**src/rtl/wdt_reset_pkg.sv**
```systemverilog
package wdt_reset_pkg;
  typedef enum logic [1:0] {
    REG_RELOAD = 2'd0,
    REG_CTRL   = 2'd1,
    REG_RES    = 2'd2,
    REG_COUNT  = 2'd3
  } wdt_reg_e;

  localparam int CTRL_EN_BIT  = 0;
  localparam int CTRL_TGT_BIT = 1;
endpackage

```
**src/rtl/wdt_regs.sv**
```systemverilog
module wdt_regs
  import wdt_reset_pkg::*;
#(
  parameter int CNT_W = 16,
  parameter int RES_W = 3,
  parameter logic [CNT_W-1:0] LOAD_RST = '1
) (
  input  logic             clk,
  input  logic             rst,
  input  logic             wr_en_i,
  input  logic [1:0]       wr_addr_i,
  input  logic [CNT_W-1:0] wr_data_i,
  input  logic             rd_en_i,
  input  logic [1:0]       rd_addr_i,
  input  logic [CNT_W-1:0] count_i,
  input  logic             expire_i,
  output logic [CNT_W-1:0] rd_data_o,
  output logic [CNT_W-1:0] reload_o,
  output logic             kick_o,
  output logic             enable_o,
  output logic             target_bp_o,
  output logic [RES_W-1:0] res_o
);
  logic [CNT_W-1:0] reload_q;
  logic             en_q;
  logic             tgt_q;
  logic [RES_W-1:0] res_q;
  logic             wr_ctrl;

  assign kick_o  = wr_en_i && (wdt_reg_e'(wr_addr_i) == REG_RELOAD);
  assign wr_ctrl = wr_en_i && (wdt_reg_e'(wr_addr_i) == REG_CTRL);

  always_ff @(posedge clk) begin
    if (rst) begin
      reload_q <= LOAD_RST;
      en_q     <= 1'b0;
      tgt_q    <= 1'b0;
      res_q    <= '0;
    end else begin
      if (kick_o) reload_q <= wr_data_i;
      if (wr_ctrl) tgt_q <= wr_data_i[CTRL_TGT_BIT];
      if (expire_i) en_q <= 1'b0;
      else if (wr_ctrl) en_q <= wr_data_i[CTRL_EN_BIT];
      if (wr_en_i && (wdt_reg_e'(wr_addr_i) == REG_RES))
        res_q <= wr_data_i[RES_W-1:0];
    end
  end

  always_ff @(posedge clk) begin
    if (rst) begin
      rd_data_o <= '0;
    end else if (rd_en_i) begin
      rd_data_o <= '0;
      case (wdt_reg_e'(rd_addr_i))
        REG_RELOAD: rd_data_o <= reload_q;
        REG_CTRL: begin
          rd_data_o[CTRL_EN_BIT]  <= en_q;
          rd_data_o[CTRL_TGT_BIT] <= tgt_q;
        end
        REG_RES:   rd_data_o[RES_W-1:0] <= res_q;
        default:   rd_data_o <= count_i;
      endcase
    end
  end

  assign reload_o    = reload_q;
  assign enable_o    = en_q;
  assign target_bp_o = tgt_q;
  assign res_o       = res_q;

  // an expiry always leaves the watchdog disabled
  a_r9_self_disable: assert property (@(posedge clk) disable iff (rst)
    expire_i |=> !en_q);
endmodule

```
**src/rtl/wdt_tick_gen.sv**
```systemverilog
module wdt_tick_gen #(
  parameter int TICK_BASE = 100000,
  parameter int RES_W     = 3
) (
  input  logic             clk,
  input  logic             rst,
  input  logic             run_i,
  input  logic             restart_i,
  input  logic [RES_W-1:0] res_i,
  output logic             tick_o
);
  localparam int PW = $clog2(TICK_BASE + 1) + (1 << RES_W);

  logic [PW-1:0] pre_q;
  logic [PW-1:0] period;
  logic          at_end;

  assign period = PW'(TICK_BASE) << res_i;
  assign at_end = (pre_q >= period - PW'(1));
  assign tick_o = run_i && !restart_i && at_end;

  always_ff @(posedge clk) begin
    if (rst || !run_i || restart_i) pre_q <= '0;
    else if (at_end)                pre_q <= '0;
    else                            pre_q <= pre_q + PW'(1);
  end

  // a stopped time base stays at its start point
  a_r3_idle_cleared: assert property (@(posedge clk) disable iff (rst)
    !run_i |=> (pre_q == '0));
endmodule

```
**src/rtl/wdt_down_counter.sv**
```systemverilog
module wdt_down_counter #(
  parameter int CNT_W = 16,
  parameter logic [CNT_W-1:0] LOAD_RST = '1
) (
  input  logic             clk,
  input  logic             rst,
  input  logic             en_i,
  input  logic             tick_i,
  input  logic             kick_i,
  input  logic [CNT_W-1:0] load_i,
  output logic [CNT_W-1:0] count_o,
  output logic             expire_o
);
  logic [CNT_W-1:0] cnt_q;

  assign expire_o = en_i && tick_i && !kick_i && (cnt_q <= CNT_W'(1));

  always_ff @(posedge clk) begin
    if (rst)                        cnt_q <= LOAD_RST;
    else if (kick_i)                cnt_q <= load_i;
    else if (expire_o)              cnt_q <= '0;
    else if (en_i && tick_i)        cnt_q <= cnt_q - CNT_W'(1);
  end

  assign count_o = cnt_q;

  // with the watchdog off and no kick, the count holds
  a_r4_hold_when_off: assert property (@(posedge clk) disable iff (rst)
    (!en_i && !kick_i) |=> $stable(cnt_q));
  // each tick takes exactly one unit off a non-zero count
  a_r3_single_step: assert property (@(posedge clk) disable iff (rst)
    (en_i && tick_i && !kick_i && cnt_q > CNT_W'(1)) |=> (cnt_q == $past(cnt_q) - CNT_W'(1)));
endmodule

```
**src/rtl/wdt_rst_pulse.sv**
```systemverilog
module wdt_rst_pulse #(
  parameter int PULSE_LEN = 16
) (
  input  logic clk,
  input  logic rst,
  input  logic expire_i,
  input  logic bp_sel_i,
  input  logic sys_ctrl_i,
  output logic board_rst_o,
  output logic bp_rst_o
);
  localparam int LW = $clog2(PULSE_LEN + 1);

  logic [LW-1:0] left_q;
  logic          board_q;
  logic          bp_q;

  always_ff @(posedge clk) begin
    if (rst) begin
      left_q  <= '0;
      board_q <= 1'b0;
      bp_q    <= 1'b0;
    end else if (expire_i) begin
      left_q  <= LW'(PULSE_LEN - 1);
      board_q <= !bp_sel_i;
      bp_q    <= bp_sel_i || sys_ctrl_i;
    end else if (left_q != '0) begin
      left_q <= left_q - LW'(1);
    end else begin
      board_q <= 1'b0;
      bp_q    <= 1'b0;
    end
  end

  assign board_rst_o = board_q;
  assign bp_rst_o    = bp_q;

  // a board reset only starts when the local target was chosen
  a_r5_local_target: assert property (@(posedge clk) disable iff (rst)
    $rose(board_rst_o) |-> $past(!bp_sel_i));
  // as system controller, a board reset also raises the backplane request
  a_r7_syscon_both: assert property (@(posedge clk) disable iff (rst)
    ($rose(board_rst_o) && $past(sys_ctrl_i)) |-> bp_rst_o);
endmodule

```
**src/rtl/wdt_reset_sel.sv**
```systemverilog
module wdt_reset_sel
  import wdt_reset_pkg::*;
#(
  parameter int CNT_W     = 16,
  parameter int RES_W     = 3,
  parameter int TICK_BASE = 100000,
  parameter int PULSE_LEN = 16,
  parameter logic [CNT_W-1:0] LOAD_RST = '1
) (
  input  logic             clk,
  input  logic             rst,
  input  logic             wr_en_i,
  input  logic [1:0]       wr_addr_i,
  input  logic [CNT_W-1:0] wr_data_i,
  input  logic             rd_en_i,
  input  logic [1:0]       rd_addr_i,
  output logic [CNT_W-1:0] rd_data_o,
  input  logic             sys_ctrl_i,
  output logic             board_rst_o,
  output logic             bp_rst_o
);
  logic [CNT_W-1:0] reload;
  logic [CNT_W-1:0] count;
  logic [RES_W-1:0] res;
  logic             kick;
  logic             enable;
  logic             target_bp;
  logic             tick;
  logic             expire;

  wdt_regs #(.CNT_W(CNT_W), .RES_W(RES_W), .LOAD_RST(LOAD_RST)) regs_i (
    .clk(clk), .rst(rst),
    .wr_en_i(wr_en_i), .wr_addr_i(wr_addr_i), .wr_data_i(wr_data_i),
    .rd_en_i(rd_en_i), .rd_addr_i(rd_addr_i),
    .count_i(count), .expire_i(expire),
    .rd_data_o(rd_data_o), .reload_o(reload), .kick_o(kick),
    .enable_o(enable), .target_bp_o(target_bp), .res_o(res)
  );

  wdt_tick_gen #(.TICK_BASE(TICK_BASE), .RES_W(RES_W)) tick_i (
    .clk(clk), .rst(rst), .run_i(enable), .restart_i(kick),
    .res_i(res), .tick_o(tick)
  );

  wdt_down_counter #(.CNT_W(CNT_W), .LOAD_RST(LOAD_RST)) cnt_i (
    .clk(clk), .rst(rst), .en_i(enable), .tick_i(tick), .kick_i(kick),
    .load_i(wr_data_i), .count_o(count), .expire_o(expire)
  );

  wdt_rst_pulse #(.PULSE_LEN(PULSE_LEN)) pulse_i (
    .clk(clk), .rst(rst), .expire_i(expire), .bp_sel_i(target_bp),
    .sys_ctrl_i(sys_ctrl_i), .board_rst_o(board_rst_o), .bp_rst_o(bp_rst_o)
  );

  // a reset pulse only begins on the edge that ends the count
  a_r8_start_on_expiry: assert property (@(posedge clk) disable iff (rst)
    $rose(board_rst_o || bp_rst_o) |-> $past(expire));
  // a kick puts the written value straight into the counter
  a_r2_kick_loads: assert property (@(posedge clk) disable iff (rst)
    kick |=> (count == $past(wr_data_i)));
endmodule

```
**config.mk**
```make
export PLATFORM = sky130hd
export DESIGN_NAME = wdt_reset_sel
export DESIGN_NICKNAME = d
export VERILOG_FILES = /design/src/rtl/wdt_reset_pkg.sv /design/src/rtl/wdt_regs.sv /design/src/rtl/wdt_tick_gen.sv /design/src/rtl/wdt_down_counter.sv /design/src/rtl/wdt_rst_pulse.sv /design/src/rtl/wdt_reset_sel.sv
export SDC_FILE = /design/constraint.sdc
export NUM_CORES = 1
export LEC_CHECK = 0
export ABC_CLOCK_PERIOD_IN_PS = 5300
export BUFFER_PORTS_ARGS = -buffer_cell sky130_fd_sc_hd__buf_4
export CORE_MARGIN = 2
export CORE_UTILIZATION = 55
export CTS_CLUSTER_DIAMETER = 120
export DETAILED_ROUTE_END_ITERATION = 12
export GPL_TIMING_DRIVEN = 0
export MAX_ROUTING_LAYER = met4
export PLACE_DENSITY = 0.73
export SLEW_MARGIN = 20
export SYNTH_ARGS = -nofsm -noshare
export SYNTH_HDL_FRONTEND = slang
export SYNTH_SLANG_ARGS = --single-unit
```
**constraint.sdc**
```tcl
create_clock -name clk -period 5.3 [get_ports clk]
set_clock_uncertainty 0.15 [all_clocks]
set_input_delay 0.795 -clock clk [delete_from_list [all_inputs] [get_ports clk]]
set_output_delay 0.795 -clock clk [all_outputs]
set_load 0.02 [all_outputs]
```
### Word-level counts from Yosys, hierarchy flattened

Cells that the tools add are included.

* mux-type cells: 11
* shift-type cells: 1
* $lt $le $gt $ge: 2
* equal/unequal tests: 5
* reduce and logical (&&, ||, !) cells: 22
* $add $sub $neg: 4

Operator list (number)
* 16-bit 2-to-1 mux: 3
* 13-bit case mux with 2 select lines: 1
* 25-bit by 1-bit adder with 25-bit output (second input constant): 1
* 25-bit >= comparator: 1
* 17-bit by 3-bit << shifter with 25-bit output (first input constant): 1
* 25-bit by 1-bit subtractor with 25-bit output (second input constant): 1
* 16-bit by 1-bit less-or-equal comparator with 1-bit output (second input constant): 1
* 16-bit by 1-bit subtractor with 16-bit output (second input constant): 1
* 1-bit logical AND: 8
* 4-bit 2-to-1 mux: 2
* 2-bit case mux with 3 select lines: 1
* 2-bit OR reduction: 3
* 5-bit nonzero test: 1
* 5-bit by 1-bit subtractor with 5-bit output (second input constant): 1
* 2-bit by 1-bit == test with 1-bit output (second input constant): 2
* 2-bit == test (second input constant): 2
* 2-bit zero test: 2
* 1-bit zero test: 3
* 1-bit logical OR: 3
* 1-bit 2-to-1 mux: 3
* 1-bit case mux with 3 select lines: 1
* 3-bit nonzero test: 1
* 2-bit != test (second input constant): 1
* 2-bit nonzero test: 1

* word-level logic and storage cells: 56
* bits in registers: 85
* bits of input ports: 25

### Depth between registers and ports, before layout

Gate-level depths: netlist of run 1.

* word-level depth: 10
* mapped depth: 16
* mapped depth without buffers: 15

### Modules after synthesis

A second synthesis of run 1 with hierarchy kept.

* cell total of the unflattened synthesis: 551
* area total of the unflattened synthesis: 4840.9 µm²

Modules (own cells, without submodules)
* wdt_tick_gen: cells an instance 243, area an instance 1971.9 µm², seq. area each 500.5 µm², instances 1
* wdt_regs: cells an instance 146, area an instance 1527.7 µm², seq. area each 740.7 µm², instances 1
* wdt_down_counter: cells an instance 127, area an instance 992.2 µm², seq. area each 320.3 µm², instances 1
* wdt_rst_pulse: cells an instance 35, area an instance 349.1 µm², seq. area each 140.1 µm², instances 1

### Worst setup path before layout of run 1

Ideal clock, no wire load.

* kind: reg2reg
* start: reg regs_i.res_q[0] (netlist: regs_i.res_o[0])
* end: reg cnt_i.cnt_q[10] (netlist: cnt_i.count_o[10])
* slack: 1.533 ns
* stages on the path, launching flop included: 16
* data arrival time: 3.495 ns
* required time: 5.028 ns
* library setup time: 0.122 ns
* cell sequence: dfxtp_1 > inv_1 > ha_1 > nand2_1 > ha_1 > nand2_1 > o311ai_0 > o21ai_0 > ha_1 > nand4_1 > or3_1 > a2111o_1 > a21oi_2 > buf_4 > o22ai_1 > a221o_1

* longest elaborated chain between the ends: 9

RTL lines
* from (decl): line wdt_regs.sv:27 `logic [RES_W-1:0] res_q;`
* from (signal assigned): line wdt_regs.sv:45 `res_q <= wr_data_i[RES_W-1:0];`
* 17-bit by 3-bit << shifter with 25-bit output *: line wdt_tick_gen.sv:18 `assign period = PW'(TICK_BASE) << res_i;`
* 25-bit by 1-bit subtractor with 25-bit output *: line wdt_tick_gen.sv:19 `assign at_end = (pre_q >= period - PW'(1));`
* 25-bit >= comparator *: line wdt_tick_gen.sv:19
* 1-bit logical AND *: line wdt_tick_gen.sv:20 `assign tick_o = run_i && !restart_i && at_end;`
* 1-bit logical AND *: line wdt_down_counter.sv:16, wdt_down_counter.sv:22
* 1-bit logical AND (2 in series): line wdt_down_counter.sv:16 `assign expire_o = en_i && tick_i && !kick_i && (cnt_q <= CNT_W'(1));`
* 16-bit 2-to-1 mux: line wdt_down_counter.sv:21 `else if (expire_o) cnt_q <= '0;`
* 16-bit 2-to-1 mux: line wdt_down_counter.sv:20 `else if (kick_i) cnt_q <= load_i;`
* to (signal assigned): line wdt_down_counter.sv:20
* to (signal assigned): line wdt_down_counter.sv:22 `else if (en_i && tick_i) cnt_q <= cnt_q - CNT_W'(1);`
* to (decl): line wdt_down_counter.sv:14 `logic [CNT_W-1:0] cnt_q;`

Mark *: on every way between the ends. The rest lies on a longest branch, timed or not.
A chain may end at the register's enable or synchronous reset.

### Final worst setup path of run 1

Ends and elaborated chain as after synthesis.

==> results.py, run 1 <==
metrics = {
    "outcome": {
        "status": "finished clean",
    },
    "clocking": {
        "cts_setup_buffers": 0,
        "clockBufferDepth": 2,
        "path_clk_slew_ns": 0.09,
        "cts_hold_buf": 0,
        "cts_root_buf": "clkbuf_8",
        "cts_resized": 0,
        "numCtsBuffers": 9,
        "cts_tree": "done",
        "insertion_delay_ns": 0.37,
        "htree_levels": 3,
        "cts.sinks": 85,
    },
    "critical_path": {
        "r2r-start": "regs_i.res_o[0]",
        "endpoint_kind": "flip-flop",
        "critical_path_class": "flip-flop to flip-flop",
        "crit_chain": "inv_1 -> ha_1 -> nand2_1 -> ha_1 -> nand2_1 -> o311ai_0 -> o21ai_0 -> ha_1 -> nand4_1 -> or3_1 -> a2111o_1 -> a21oi_2 -> buf_4 -> o22ai_1 -> a221o_1",
        "critical_path_buf_inv_count": 2,
        "cp.required_ns": 5.41,
        "path_delay_family": "compound AO/OA/AOI/OAI gates",
        "cp_data_arrival_time_ns": 4.51,
        "setup.worst_path.start_class": "flip-flop",
        "cp.depth": 15,
        "cp_common_cell": "ha_1",
        "r2r_cells": 15,
        "reg2reg_slack_ns": 0.91,
        "crit_fanout": 10,
        "critPathCapture": "cnt_i.count_o[10]",
        "critPathMaxStageDelay_ns": 0.50,
        "r2r-end": "cnt_i.count_o[10]",
        "slowest_stage": "a2111o_1",
        "crit_start": "regs_i.res_o[0]",
    },
    "sta": {
        "final.setup.tns_ns": 0,
        "worst_pin_slew_ns": 1.07,
        "fin_ws_ns": 0.906,
        "relSlewSlack_pct": 28.7,
        "holdWs_ns": 0.292,
        "rsz0062_at_grt": "no",
        "max_freq_ghz": 0.228,
        "fin_crit_sh_pct": 82.9,
        "fin_crit_ns": 4.39,
        "hold_violations": 0,
        "setup_viol": 0,
        "finalMaxSlewViolations": 0,
    },
    "die": {
        "io_pins": 43,
        "die_w_um": 94.9,
        "fp.dieH_um": 94.9,
        "start_util_pct": 56.1,
        "core_area_um2": 8090,
        "die-area_um2": 9000,
        "num_rows": 33,
    },
    "power": {
        "peakVddDrop_v": 0.000154,
        "power_density_nw_per_um2": 267,
        "power_w": 0.00137,
        "power_leakage_nw": 2.14,
    },
    "cells_and_area": {
        "stdcell_count": 706,
        "syn_to_final_growth_pct": 13.3,
        "antenna-diode-count": 0,
        "drive_above_1_share_pct": 11.8,
        "nets": 655,
    },
    "synthesis": {
        "yosys_most_used_dff": "dfxtp_1",
        "syn_inst": 545,
        "ys_warn_count": 0,
        "yosysSeqAreaShare_pct": 37.5,
        "postSynthAreaPerCell_um2": 8.33,
        "synthArstFlopShare_pct": 0,
        "synth_edf_count": 0,
        "synth_fp_nets": 604,
        "ys_ff_latch": 85,
        "synth.distinct_cells": 61,
        "syn_area_um2": 4540,
    },
    "global_route": {
        "gr-usage-met2_pct": 39.7,
        "first_global_vias": 3923,
        "grtUsageTotal_pct": 26.7,
        "use_met3_pct": 4.47,
        "antenna_found_initial": 0,
        "grt_max_degree": 16,
        "grt_busiest_layer": "met2",
        "grt_pass1_wl_um": 18400,
        "grt_overflow": 0,
        "grtUsageMet1_pct": 37.2,
    },
    "placement": {
        "hpwl_um": 8280,
        "post-place-ws_ns": 0.985,
        "place_congestion": 0.938,
        "dp.cells": 690,
        "portBuffers": 40,
    },
    "drt": {
        "routed_wl_um": 11100,
        "ant_nets": 0,
        "vias": 4129,
        "avgViaCountPerCell": 5.85,
        "drcViolationCount": 0,
        "wl_per_cell_um": 15.8,
        "drtIter0Drc": 234,
        "firstDrtPassIters": 5,
    },
    "min_path": {
        "min_path_type": "flip-flop to flip-flop",
    },
    "flow_run": {
        "max_cap_viol_count": 0,
    },
}
## flip-flops by register name, indices dropped and copies added (netlist names)
signal and flops:
regs_i.target_bp_o 1, tick_i.pre_q 25, regs_i.rd_data_o 16, regs_i.reload_o 16
pulse_i.board_rst_o 1, pulse_i.left_q 5, regs_i.res_o 3, cnt_i.count_o 16
regs_i.enable_o 1, pulse_i.bp_rst_o 1
## tightest hold or removal path: stages, from the launching register on
cell and delay (ns):
dfxtp_1 0.31, nand2_1 0.06, nor3_1 0.04
## final cells by class
type / instances / area [um2]
Fill cell: 766 / 2950
Multi-Input combinational cell: 418 / 2680
Sequential cell: 85 / 1700
Timing Repair Buffer: 40 / 300
Tap cell: 105 / 131
Clock buffer: 10 / 128
Buffer: 24 / 96.3
Inverter: 18 / 67.6
Clock inverter: 6 / 45.0
## through the flow
stage | utilization (%) | instance area, um2
3_3_place_gp | 61.5 | 4970
5_1_grt | 63.6 | 5150
2_1_floorplan | - | 4540
3_5_place_dp | 61.5 | 4970
4_1_cts | 63.6 | 5150
6_report | 63.6 | 5150
## power by group
group,internal (W),total [W],switching (W)
Clock,0.000173,0.000425,0.000252
Combinational,0.000113,0.000247,0.000135
Sequential,0.000675,0.000701,0.0000258
## cells in the final DEF, fill, tap and decap left out, types with 4 or more instances in the layout
cell type and n:
a211oi_1 15, or3_1 9, ha_1 34, clkbuf_8 9, xnor2_1 11, buf_4 41
dfxtp_1 85, nand3_1 23, mux2i_1 9, a21oi_1 37, nor2_1 62, nor3_1 11
clkbuf_1 22, o21ai_0 13, a22oi_1 14, and3_1 7, o21a_1 4, inv_1 17
xor2_1 14, o211ai_1 7, a21o_1 6, nand4_1 8, nand2_1 77
## synthesized netlist by cell type (all sizes together), types with 4 or more instances
| library cell | number | area [um2] |
|---|---|---|
| a211oi | 15 | 113 |
| a21o | 6 | 45.0 |
| a21oi | 38 | 194 |
| a22oi | 14 | 105 |
| and3 | 7 | 43.8 |
| clkbuf | 22 | 83.8 |
| dfxtp | 85 | 1700 |
| ha | 34 | 425 |
| inv | 17 | 63.8 |
| mux2i | 9 | 90.1 |
| nand2 | 77 | 289 |
| nand3 | 23 | 115 |
| nand4 | 8 | 50.1 |
| nor2 | 62 | 233 |
| nor3 | 11 | 55.1 |
| o211ai | 7 | 52.6 |
| o21a | 4 | 30.0 |
| o21ai | 13 | 65.1 |
| or3 | 9 | 56.3 |
| xnor2 | 11 | 96.3 |
| xor2 | 14 | 123 |
## layer usage
layer / vias to the layer above / share of wire, %
met4: 0 / 1.6
li1: 2045 / -
met3: 18 / 4.9
met2: 123 / 44
met1: 1943 / 50
met5: - / 0
## how the worst min path moves through the flow
stage | slack (ns) | cells past startpoint | start | to
2_1_floorplan | 0.26 | 2 | pulse_i.left_q[4] | pulse_i.left_q[4]
3_3_place_gp | 0.27 | 2 | pulse_i.left_q[4] | pulse_i.left_q[4]
3_5_place_dp | 0.28 | 2 | pulse_i.left_q[4] | pulse_i.left_q[4]
4_1_cts | 0.29 | 2 | pulse_i.left_q[4] | pulse_i.left_q[4]
5_1_grt | 0.31 | 2 | regs_i.reload_o[12] | regs_i.reload_o[12]
6_report | 0.29 | 2 | pulse_i.left_q[4] | pulse_i.left_q[4]
## cell families after synthesis
family	synth area share [%]
xor+xnor	4.82
other cells	0.0826
mux	3.22
buf+inv	3.61
fa+ha+maj	9.37
compound gates	19.3
flops	37.5
simple gates	22.2
(Power assumes the default switching activity.)
==> inputs of run 2 (changes only) <==
--- a/config.mk
+++ b/config.mk
@@ -5,7 +5,8 @@
 export SDC_FILE = /design/constraint.sdc
 export NUM_CORES = 1
 export LEC_CHECK = 0
-export ABC_CLOCK_PERIOD_IN_PS = 5300
+export ABC_AREA = 1
+export ABC_CLOCK_PERIOD_IN_PS = 4600
 export BUFFER_PORTS_ARGS = -buffer_cell sky130_fd_sc_hd__buf_4
 export CORE_MARGIN = 2
 export CORE_UTILIZATION = 55
@@ -13,7 +14,7 @@
 export DETAILED_ROUTE_END_ITERATION = 12
 export GPL_TIMING_DRIVEN = 0
 export MAX_ROUTING_LAYER = met4
-export PLACE_DENSITY = 0.73
+export PLACE_DENSITY = 0.72
 export SLEW_MARGIN = 20
 export SYNTH_ARGS = -nofsm -noshare
 export SYNTH_HDL_FRONTEND = slang
==> constraint.sdc (replaced) <==
create_clock -name clk -period 4.6 [get_ports clk]
set_clock_uncertainty 0.15 [all_clocks]
set_input_delay 0.69 -clock clk [delete_from_list [all_inputs] [get_ports clk]]
set_output_delay 0.69 -clock clk [all_outputs]
set_load 0.02 [all_outputs]
==> run 2 against run 1 <==
  * Cell count up 29%
  * Combinational power rose by 33%
  * Highest routed layer unchanged
  * Synthesized area is 13% higher
  * Wire length rose by 14%
  * Worst setup slack gained 0.066 ns
==> results.py, run 2 <==
metrics = {
    "synthesis": {
        "synth_most_common_cell": "nand2_1",
        "netlist_top_cells_count": "nand2_1 (205), inv_1 (87), dfxtp_1 (85)",
        "yosysSeqAreaShare_pct": 33.2,
        "syn_inst": 741,
        "yosys_most_used_dff": "dfxtp_1",
        "synth.distinct_cells": 40,
        "synthArstFlopShare_pct": 0,
        "synth_top_area_share_pct": 33.2,
        "synth_fp_nets": 800,
        "postSynthAreaPerCell_um2": 6.91,
        "ys_ff_latch": 85,
        "yosys.area.top_type": "dfxtp_1",
        "syn_area_um2": 5120,
        "synth_edf_count": 0,
        "ys_warn_count": 0,
        "ys_top_cells_by_area": "dfxtp_1 (33%), nand2_1 (15%), ha_1 (8.3%)",
    },
    "power": {
        "p_sw_share_pct": 31.3,
        "p_int_w": 0.00117,
        "power_leakage_nw": 2.69,
        "peakVddDrop_v": 0.000158,
        "seqPwrFrac_pct": 47.6,
        "power_density_nw_per_um2": 295,
        "clockPowerShare_pct": 33.2,
        "p_sw_w": 0.000533,
        "comb_power_share_pct": 19.2,
    },
    "drt": {
        "routed_wl_um": 12700,
        "vias": 4911,
        "drcViolationCount": 0,
        "ant_nets": 0,
        "wl_per_cell_um": 14.0,
        "avgViaCountPerCell": 5.40,
        "firstDrtPassIters": 4,
        "drtIter0Drc": 307,
    },
    "clocking": {
        "cts_setup_buffers": 0,
        "clockBufferDepth": 2,
        "cts_tree": "done",
        "insertion_delay_ns": 0.37,
        "cts_root_buf": "clkbuf_8",
        "path_clk_slew_ns": 0.09,
        "cts_resized": 0,
        "cts.sinks": 85,
        "cts_hold_buf": 0,
        "numCtsBuffers": 9,
        "htree_levels": 3,
    },
    "placement": {
        "dp.cells": 894,
        "hpwl_um": 9760,
        "place_congestion": 0.940,
        "portBuffers": 42,
        "postPlaceCellArea_um2": 5580,
    },
    "sta": {
        "relSlewSlack_pct": 57.5,
        "max_freq_ghz": 0.276,
        "setup_viol": 0,
        "fin_crit_ns": 3.63,
        "rsz0062_at_grt": "no",
        "holdWs_ns": 0.304,
        "final.setup.tns_ns": 0,
        "hold_violations": 0,
        "fin_crit_sh_pct": 78.9,
        "worst_pin_slew_ns": 0.638,
        "finalMaxSlewViolations": 0,
    },
    "cells_and_area": {
        "largest_reg_flops": 25,
        "stdcell_count": 910,
        "final_cell_mix": "nand2_1 (205), inv_1 (87), dfxtp_1 (85)",
        "top_register": "tick_i.pre_q",
        "antenna-diode-count": 0,
        "syn_to_final_growth_pct": 12.9,
        "mostFrequentLayoutCell": "nand2_1",
        "fin_area_um2": 5780,
        "drive_above_1_share_pct": 13.9,
        "nets": 853,
    },
    "global_route": {
        "first_global_vias": 4412,
        "grt_max_degree": 16,
        "antenna_found_initial": 0,
        "grtUsageTotal_pct": 26.8,
        "grt_overflow": 0,
        "grt_pass1_wl_um": 20900,
    },
    "die": {
        "die-area_um2": 10100,
        "num_rows": 35,
        "io_pins": 43,
        "core_area_um2": 9150,
        "die_w_um": 100,
        "start_util_pct": 56.0,
        "fp.dieH_um": 100,
    },
    "critical_path": {
        "cp_data_arrival_time_ns": 3.77,
        "crit_start": "regs_i.res_o[0]",
        "setup.worst_path.start_class": "flip-flop",
        "r2r-start": "regs_i.res_o[0]",
        "crit_fanout": 10,
        "endpoint_kind": "flip-flop",
        "cp.required_ns": 4.75,
        "critical_path_class": "flip-flop to flip-flop",
    },
    "min_path": {
        "min_from": "pulse_i.left_q[4]",
        "min_path_type": "flip-flop to flip-flop",
    },
    "flow_run": {
        "max_cap_viol_count": 0,
    },
    "outcome": {
        "status": "finished clean",
    },
}
-- run 2: critical path: stages, from the launching register on --
cell and delay (ns):
dfxtp_1 0.46, inv_1 0.19, ha_1 0.25, inv_1 0.10
a21oi_1 0.14, nor2_1 0.12, inv_1 0.07, nor2_1 0.08
inv_1 0.06, nor2_1 0.18, xor2_1 0.17, inv_1 0.06
ha_1 0.29, nand2_1 0.08, inv_1 0.04, nand2_1 0.06
nand2_1 0.05, nand2_1 0.05, nand2_1 0.06, nand2_1 0.07
nand3_2 0.16, nor2_1 0.15, nand2_2 0.17, buf_6 0.23
a21oi_2 0.11
-- run 2: path summary, 6_finish.rpt --
check        slack, ns  cells after the start           endpoint
max               0.97                     24   tick_i.pre_q[20]
min               0.30                      2  pulse_i.left_q[4]
max reg2reg       0.97                     24   tick_i.pre_q[20]
min reg2reg       0.30                      2  pulse_i.left_q[4]
-- run 2: layer usage --
metal,wire (um),vias up,global-route usage (%)
met5,0,-,-
met4,174,0,7.59
met3,803,18,4.09
met2,5400,144,38.7
met1,6340,2274,38.8
li1,-,2475,-
-- run 2: cell type report --
| class | instances | area, um2 |
|---|---|---|
| flip-flops and latches | 85 | 1700 |
| fillers | 869 | 3370 |
| multi-input cells | 545 | 2970 |
| clock inverters | 6 | 70.1 |
| well taps | 111 | 139 |
| repair buffers | 42 | 315 |
| inverters | 92 | 348 |
| clock buffers | 10 | 138 |
| plain buffers | 19 | 105 |
-- run 2: power by group through the flow --
stage	clock [W]	sequential [W]	combinational (W)
floorplan	0	0.000833	0.000218
global placement	0	0.000827	0.000307
detailed placement	0	0.000829	0.000324
CTS	0.000573	0.000812	0.000327
global route	0.000601	0.000819	0.000371
finish	0.000565	0.000812	0.000328
-- run 2: logic make-up (layout without fill, tap and decap cells) --
group                    after synthesis  after routing  synth area share (%)
XOR/XNOR                              27             27                  4.62
buffers and inverters                111            169                  8.84
flip-flops                            85             85                  33.2
AND/OR/NAND/NOR                      403            403                  36.0
AO/OA/AOI/OAI                         80             80                  8.94
adder cells (fa/ha/maj)               34             34                  8.31
other                                  1              1                0.0732
-- run 2: per-stage QoR --
stage / utilization, % / worst slack [ns] / total power [W]
after floorplan: - / 1.64 / 0.00105
after global placement: 60.9 / 1.15 / 0.00113
after detailed placement: 60.9 / 1.05 / 0.00115
after CTS: 63.2 / 1.01 / 0.00171
after global routing: 63.2 / 0.595 / 0.00179
final: 63.2 / 0.973 / 0.00171
